--- src/rtl/rstflag_pkg.sv ---
`timescale 1ns/1ps
package rstflag_pkg;

   // Width of the flag byte; the bit positions below are software-visible.
   localparam int unsigned REG_W = 8;

   localparam int unsigned POS_TICK  = 7;
   localparam int unsigned POS_POR   = 6;
   localparam int unsigned POS_LVR   = 5;
   localparam int unsigned POS_LKCHG = 4;
   localparam int unsigned POS_LOCK  = 3;
   localparam int unsigned POS_TRACK = 2;
   localparam int unsigned POS_SCCHG = 1;
   localparam int unsigned POS_SC    = 0;

   // Flags that live in the power-on domain and survive system reset.
   localparam logic [REG_W-1:0] POR_DOM_MASK =
      (REG_W'(1) << POS_POR) | (REG_W'(1) << POS_LVR);

   // Flags cleared by either reset.
   localparam logic [REG_W-1:0] SYS_DOM_MASK =
      (REG_W'(1) << POS_TICK) | (REG_W'(1) << POS_LKCHG) | (REG_W'(1) << POS_SCCHG);

   // Reset values of the power-on domain.
   localparam logic [REG_W-1:0] POR_RST_VAL = REG_W'(1) << POS_POR;

   // Number of status levels watched for changes.
   localparam int unsigned N_WATCH = 2;

endpackage

--- src/rtl/rstflag_chg.sv ---
`timescale 1ns/1ps
// Change detector for W status levels. It arms one cycle after reset so that
// levels that differ from the flop reset value raise no flag.
module rstflag_chg #(
   parameter int unsigned W = 2
) (
   input  logic         clk,
   input  logic         rst_n,
   input  logic [W-1:0] lvl,
   output logic [W-1:0] chg
);

   logic [W-1:0] prev_q;
   logic         armed_q;

   always_ff @(posedge clk or negedge rst_n) begin
      if (!rst_n) begin
         prev_q  <= '0;
         armed_q <= 1'b0;
      end else begin
         prev_q  <= lvl;
         armed_q <= 1'b1;
      end
   end

   for (genvar i = 0; i < W; i++) begin : g_bit
      assign chg[i] = armed_q & (lvl[i] ^ prev_q[i]);
   end

endmodule

--- src/rtl/rstflag_bank.sv ---
`timescale 1ns/1ps
// Write-one-clear flag bank for one reset domain. Only the bits in KEEP_MASK
// hold state; a set wins over a clear in the same cycle.
module rstflag_bank #(
   parameter int unsigned     W         = 8,
   parameter logic [W-1:0]    KEEP_MASK = '0,
   parameter logic [W-1:0]    RST_VAL   = '0
) (
   input  logic         clk,
   input  logic         rst_n,
   input  logic [W-1:0] set_vec,
   input  logic [W-1:0] clr_vec,
   output logic [W-1:0] q
);

   if ((RST_VAL & ~KEEP_MASK) != '0) begin : g_bad_rst
      $error("rstflag_bank: reset value outside kept bits");
   end

   logic [W-1:0] nxt;

   always_comb begin
      nxt = ((q & ~clr_vec) | set_vec) & KEEP_MASK;
   end

   always_ff @(posedge clk or negedge rst_n) begin
      if (!rst_n) q <= RST_VAL;
      else        q <= nxt;
   end

endmodule

--- src/rtl/rstflag_rdmux.sv ---
`timescale 1ns/1ps
// Read decoder: the flag word at FLAG_ADDR, zero everywhere else (the test
// register included).
module rstflag_rdmux #(
   parameter int unsigned ADDR_W    = 4,
   parameter int unsigned DATA_W    = 8,
   parameter int unsigned REG_W     = 8,
   parameter int unsigned FLAG_ADDR = 0
) (
   input  logic [ADDR_W-1:0] addr,
   input  logic [REG_W-1:0]  word,
   output logic [DATA_W-1:0] rdata
);

   localparam logic [ADDR_W-1:0] FLAG_A = ADDR_W'(FLAG_ADDR);

   always_comb begin
      rdata = '0;
      if (addr == FLAG_A) rdata[REG_W-1:0] = word;
   end

endmodule

--- src/rtl/rstflag_reg.sv ---
`timescale 1ns/1ps
module rstflag_reg
   import rstflag_pkg::*;
#(
   parameter int unsigned ADDR_W    = 4,
   parameter int unsigned DATA_W    = 8,
   parameter int unsigned FLAG_ADDR = 0,
   parameter int unsigned TEST_ADDR = 1,
   parameter bit          IRQ_REG   = 1'b0
) (
   input  logic              clk,
   input  logic              por_n,
   input  logic              sys_rst_n,
   input  logic [ADDR_W-1:0] addr,
   input  logic              wr_en,
   input  logic [DATA_W-1:0] wdata,
   output logic [DATA_W-1:0] rdata,
   input  logic              tick_ie,
   output logic              irq,
   input  logic              tick_evt,
   input  logic              lvr_evt,
   input  logic              lock_lvl,
   input  logic              track_lvl,
   input  logic              selfclk_lvl
);

   localparam int unsigned     ADDR_SPAN = 1 << ADDR_W;
   localparam logic [ADDR_W-1:0] FLAG_A  = ADDR_W'(FLAG_ADDR);

   // Elaboration-time parameter checks.
   if (DATA_W < REG_W) begin : g_chk_dw
      $error("rstflag_reg: DATA_W must hold the flag byte");
   end
   if (ADDR_W < 1 || ADDR_W > 16) begin : g_chk_aw
      $error("rstflag_reg: ADDR_W out of range");
   end
   if (FLAG_ADDR >= ADDR_SPAN || TEST_ADDR >= ADDR_SPAN) begin : g_chk_span
      $error("rstflag_reg: register address outside address space");
   end
   if (FLAG_ADDR == TEST_ADDR) begin : g_chk_overlap
      $error("rstflag_reg: flag and test registers share an address");
   end

   // System-domain flags fall on either reset.
   logic rst_all_n;
   assign rst_all_n = por_n & sys_rst_n;

   // Change detection on the watched levels.
   logic [N_WATCH-1:0] watch_lvl;
   logic [N_WATCH-1:0] watch_chg;
   assign watch_lvl = {selfclk_lvl, lock_lvl};

   rstflag_chg #(.W(N_WATCH)) u_chg (
      .clk  (clk),
      .rst_n(rst_all_n),
      .lvl  (watch_lvl),
      .chg  (watch_chg)
   );

   // Set and clear vectors in flag-byte positions.
   logic             flag_wr;
   logic [REG_W-1:0] set_vec;
   logic [REG_W-1:0] clr_vec;

   assign flag_wr = wr_en & (addr == FLAG_A);
   assign clr_vec = {REG_W{flag_wr}} & wdata[REG_W-1:0];

   always_comb begin
      set_vec            = '0;
      set_vec[POS_TICK]  = tick_evt;
      set_vec[POS_LVR]   = lvr_evt;
      set_vec[POS_LKCHG] = watch_chg[0];
      set_vec[POS_SCCHG] = watch_chg[1];
   end

   // Two banks, one per reset domain.
   logic [REG_W-1:0] por_q;
   logic [REG_W-1:0] sys_q;

   rstflag_bank #(
      .W        (REG_W),
      .KEEP_MASK(POR_DOM_MASK),
      .RST_VAL  (POR_RST_VAL)
   ) u_por_bank (
      .clk    (clk),
      .rst_n  (por_n),
      .set_vec(set_vec),
      .clr_vec(clr_vec),
      .q      (por_q)
   );

   rstflag_bank #(
      .W        (REG_W),
      .KEEP_MASK(SYS_DOM_MASK),
      .RST_VAL  ('0)
   ) u_sys_bank (
      .clk    (clk),
      .rst_n  (rst_all_n),
      .set_vec(set_vec),
      .clr_vec(clr_vec),
      .q      (sys_q)
   );

   // Live levels in their read positions.
   logic [REG_W-1:0] lvl_word;
   always_comb begin
      lvl_word            = '0;
      lvl_word[POS_LOCK]  = lock_lvl;
      lvl_word[POS_TRACK] = track_lvl;
      lvl_word[POS_SC]    = selfclk_lvl;
   end

   logic [REG_W-1:0] flag_word;
   assign flag_word = por_q | sys_q | lvl_word;

   rstflag_rdmux #(
      .ADDR_W   (ADDR_W),
      .DATA_W   (DATA_W),
      .REG_W    (REG_W),
      .FLAG_ADDR(FLAG_ADDR)
   ) u_rdmux (
      .addr (addr),
      .word (flag_word),
      .rdata(rdata)
   );

   // Interrupt request: combinational or registered variant.
   if (IRQ_REG) begin : g_irq_reg
      logic irq_q;
      always_ff @(posedge clk or negedge rst_all_n) begin
         if (!rst_all_n) irq_q <= 1'b0;
         else            irq_q <= flag_word[POS_TICK] & tick_ie;
      end
      assign irq = irq_q;
   end else begin : g_irq_comb
      assign irq = flag_word[POS_TICK] & tick_ie;
   end

endmodule

--- config.mk ---
export PLATFORM = sky130hd
export DESIGN_NAME = rstflag_reg
export DESIGN_NICKNAME = d
export VERILOG_FILES = /design/src/rtl/rstflag_pkg.sv /design/src/rtl/rstflag_chg.sv /design/src/rtl/rstflag_bank.sv /design/src/rtl/rstflag_rdmux.sv /design/src/rtl/rstflag_reg.sv
export SDC_FILE = /design/constraint.sdc
export NUM_CORES = 1
export LEC_CHECK = 0
export BUFFER_PORTS_ARGS = -buffer_cell sky130_fd_sc_hd__buf_2
export CAP_MARGIN = 20
export CORE_AREA = 4 4 41 43
export DETAILED_ROUTE_END_ITERATION = 7
export DIE_AREA = 0 0 45 47
export GPL_ROUTABILITY_DRIVEN = 0
export GPL_TIMING_DRIVEN = 1
export HOLD_SLACK_MARGIN = 0.03
export PLACE_DENSITY = 0.67
export RECOVER_POWER = 100
export SETUP_SLACK_MARGIN = 0.05
export SLEW_MARGIN = 20
export SYNTH_ARGS = -nofsm -noshare
export SYNTH_HDL_FRONTEND = slang
export SYNTH_SLANG_ARGS = --single-unit
--- constraint.sdc ---
create_clock -name clk -period 1.1 [get_ports clk]
set_input_delay 0.11 -clock clk [delete_from_list [all_inputs] [get_ports clk]]
set_output_delay 0.11 -clock clk [all_outputs]
set_load 0.02 [all_outputs]
==> flow_metrics.py <==
metrics = {
    "die": {
        "die_x_um": 45,
        "core_sq_um": 1301,
        "chipHeight_um": 47,
        "dieArea_sq_um": 2115,
        "pin_count": 31,
        "initial_core_util_pct": 30.19,
        "rows": 13,
    },
    "clock_tree": {
        "cts_tree": "yes",
        "cts_sinks": 8,
        "clk_pin_slew_ns": 0.05,
        "root_buffer": "clkbuf_4",
        "cts_made_buffers": 3,
        "clk_latency_ns": 0.25,
        "htreeDepth": 1,
        "clockBufferDepth": 2,
    },
    "setup_path": {
        "reg2reg_slack_ns": 0.23,
        "arrival_ns": 1.00,
        "r2r_cells": 2,
        "path_depth": 2,
        "slowest_stage": "dfstp_2",
        "crit_required_ns": 0.99,
        "crit_type": "reg2out",
        "worst_setup_path_end_kind": "output port",
        "crit_buf_inv": 1,
        "startpoint_type": "flip-flop",
        "crit_family": "flip-flops",
        "slowest_delay_ns": 0.52,
        "critical_path.startpoint": "u_por_bank.q[6]$_DFF_PN1_",
        "cp_cell_sequence": "and2_4 > buf_6",
        "reg2reg_from": "u_chg.prev_q[1]$_DFF_PN0_",
        "worstPathMaxFanout": 2,
    },
    "sta": {
        "min_period_over_period_pct": 101.0,
        "skew_ns": 0.006224,
        "min_period_ns": 1.111,
        "final-setup-viol-count": 1,
        "rsz0062_at_grt": "yes",
        "max_freq_mhz": 899.9,
        "finalMaxSlewViolations": 0,
        "hold_viol_final": 0,
        "holdWs_ns": 0.04123,
        "finalWorstSetupSlack_ns": -0.01118,
    },
    "synth": {
        "yosysTopAreaCell": "dfrtp_1",
        "synth_area_sq_um": 392.9,
        "avgSynthCellArea_sq_um": 11.91,
        "yosysWarnings": 0,
        "synth_top_area_share_pct": 44.59,
        "syn_inst": 33,
        "ys_types": 14,
        "ys_seq_elements": 8,
        "synthesis.nets": 55,
        "seq_area_frac_synth_pct": 51.27,
        "synth_area_leaders": "dfrtp_1 (45%), and2_2 (11%), dfstp_2 (6.7%)",
    },
    "place": {
        "port_buffers": 27,
        "dp.cells": 76,
    },
    "final_layout": {
        "area_delta_synth_final_pct": 92.99,
        "drive_above_1_share_pct": 59.74,
        "fin_cells": 92,
        "num-nets-final": 100,
        "diodes": 0,
        "fillCellCount": 120,
    },
    "worst_hold_path": {
        "hold_depth": 2,
        "min_from": "tick_evt",
        "worst_hold_path_type": "in2reg",
    },
    "global_route": {
        "antenna_found_initial": 0,
        "grt_max_degree": 8,
        "globalRouteTotalUtil_pct": 12.38,
        "first_global_vias": 434,
        "grt_pass1_wl_um": 1807,
        "grt_overflow": 0,
    },
    "routing": {
        "dr.pass1.iters": 2,
        "post-route-drc-count": 0,
        "ant_nets": 0,
        "drtIter0Drc": 2,
        "vias": 409,
        "routed_wl_um": 1095,
        "wire_per_inst_um": 11.90,
        "avgViaCountPerCell": 4.446,
    },
    "outcome": {
        "status": "complete, but fails checks",
        "violations": "negative setup slack",
    },
    "flow_run": {
        "max_cap_violations": 0,
    },
    "power_and_ir_drop": {
        "peakVddDrop_v": 0.0006001,
        "power_density_nw_per_um2": 956.5,
        "leakage_uw": 0.0003678,
    },
}
-- registers in the layout, summed over array words and instances (netlist names) --
register       flops
u_chg.armed_q      1
u_por_bank.q       2
u_chg.prev_q       2
u_sys_bank.q       3
-- routing by layer --
layer / track usage (%) / up-vias / part of all wire, %
li1: - / 198 / -
met3: 4.598 / 2 / 8.9
met2: 22.32 / 18 / 51
met1: 12.21 / 191 / 39
met4: 7.018 / 0 / 0.91
met5: 0 / - / 0
-- cells by family (layout without fill, tap and decap cells) --
logic type      Yosys count  after routing  synth area share [%]
compound gates            5              5                 9.873
xor+xnor                  2              2                 4.459
buf+inv                   2             46                 3.821
flops                     8              8                 51.28
other cells               1              1                0.9545
simple gates             15             15                 29.61
-- cells in the final DEF (no fill, tap or decap) --
cell type      synthesis  layout
dfstp_2                1       1
a21o_1                 2       2
a22o_1                 2       2
and2_4                 0       8
clkbuf_4               0       3
nand3_2                1       1
buf_2                  0      13
dfrtp_1                7       7
and2_0                 0       2
buf_4                  0       7
buf_8                  0       1
conb_1                 1       1
buf_6                  1      11
clkbuf_1               0       4
dlygate4sd3_1          0       6
a31oi_1                1       1
nor4_2                 0       1
inv_1                  1       1
xor2_1                 2       2
nand3_1                3       3
-- stage by stage --
stage	total power [uW]	TNS [ns]	worst slack [ns]	utilization [%]	cell area, sq um
floorplan	375.3	0	0.1628	-	392.9
global placement	430.2	0	0.01186	42.31	550.5
detailed placement	433.6	-0.03475	-0.01371	42.31	550.5
CTS	728.5	-0.02241	-0.02241	54.81	713.2
global route	774.9	-0.2562	-0.05805	58.27	758.2
finish	725.3	-0.01118	-0.01118	58.27	758.2
-- area by class of cell --
cell class	instances	area (sq um)	share of cell area, %
timing repair buffer	41	327.8	43.23
sequential	8	201.4	26.57
multi-input combinational	23	180.2	23.76
clock buffer	4	26.28	3.465
tap	15	18.77	2.475
inverter	1	3.754	0.4950
-- power by group --
group	total (uW)	leakage [uW]	switching (uW)	internal [uW]
clock	243	0.0000150	104	139
sequential	327	0.0000872	8.68	318
combinational	155	0.000266	59.0	96.3
-- cells in the mapped netlist --
master,number
a22o_1,2
nor4_4,1
and2_2,6
and2_1,4
buf_6,1
dfrtp_1,7
inv_1,1
dfstp_2,1
xor2_1,2
nand3_1,3
nand3_2,1
a21o_1,2
a31oi_1,1
conb_1,1
-- worst paths after layout --
kind | to
setup / recovery | rdata[6]
hold / removal | u_sys_bank.q[7]$_DFF_PN0_
setup reg to reg | u_sys_bank.q[1]$_DFF_PN0_
hold reg to reg | u_sys_bank.q[7]$_DFF_PN0_
max in group asynchronous | u_sys_bank.q[7]$_DFF_PN0_
min in group asynchronous | u_por_bank.q[5]$_DFF_PN0_
-- timing repair --
| item | in CTS | in global routing |
|---|---|---|
| endpoints found under the hold margin | 11 | 1 |
| gates resized for setup | 21 | 10 |
| pin swaps | 4 | 7 |
| setup buffers | 3 | 3 |
| hold buffers | 5 | 1 |
| setup endpoints to repair | 8 | 9 |
(Power assumes the default switching activity.)
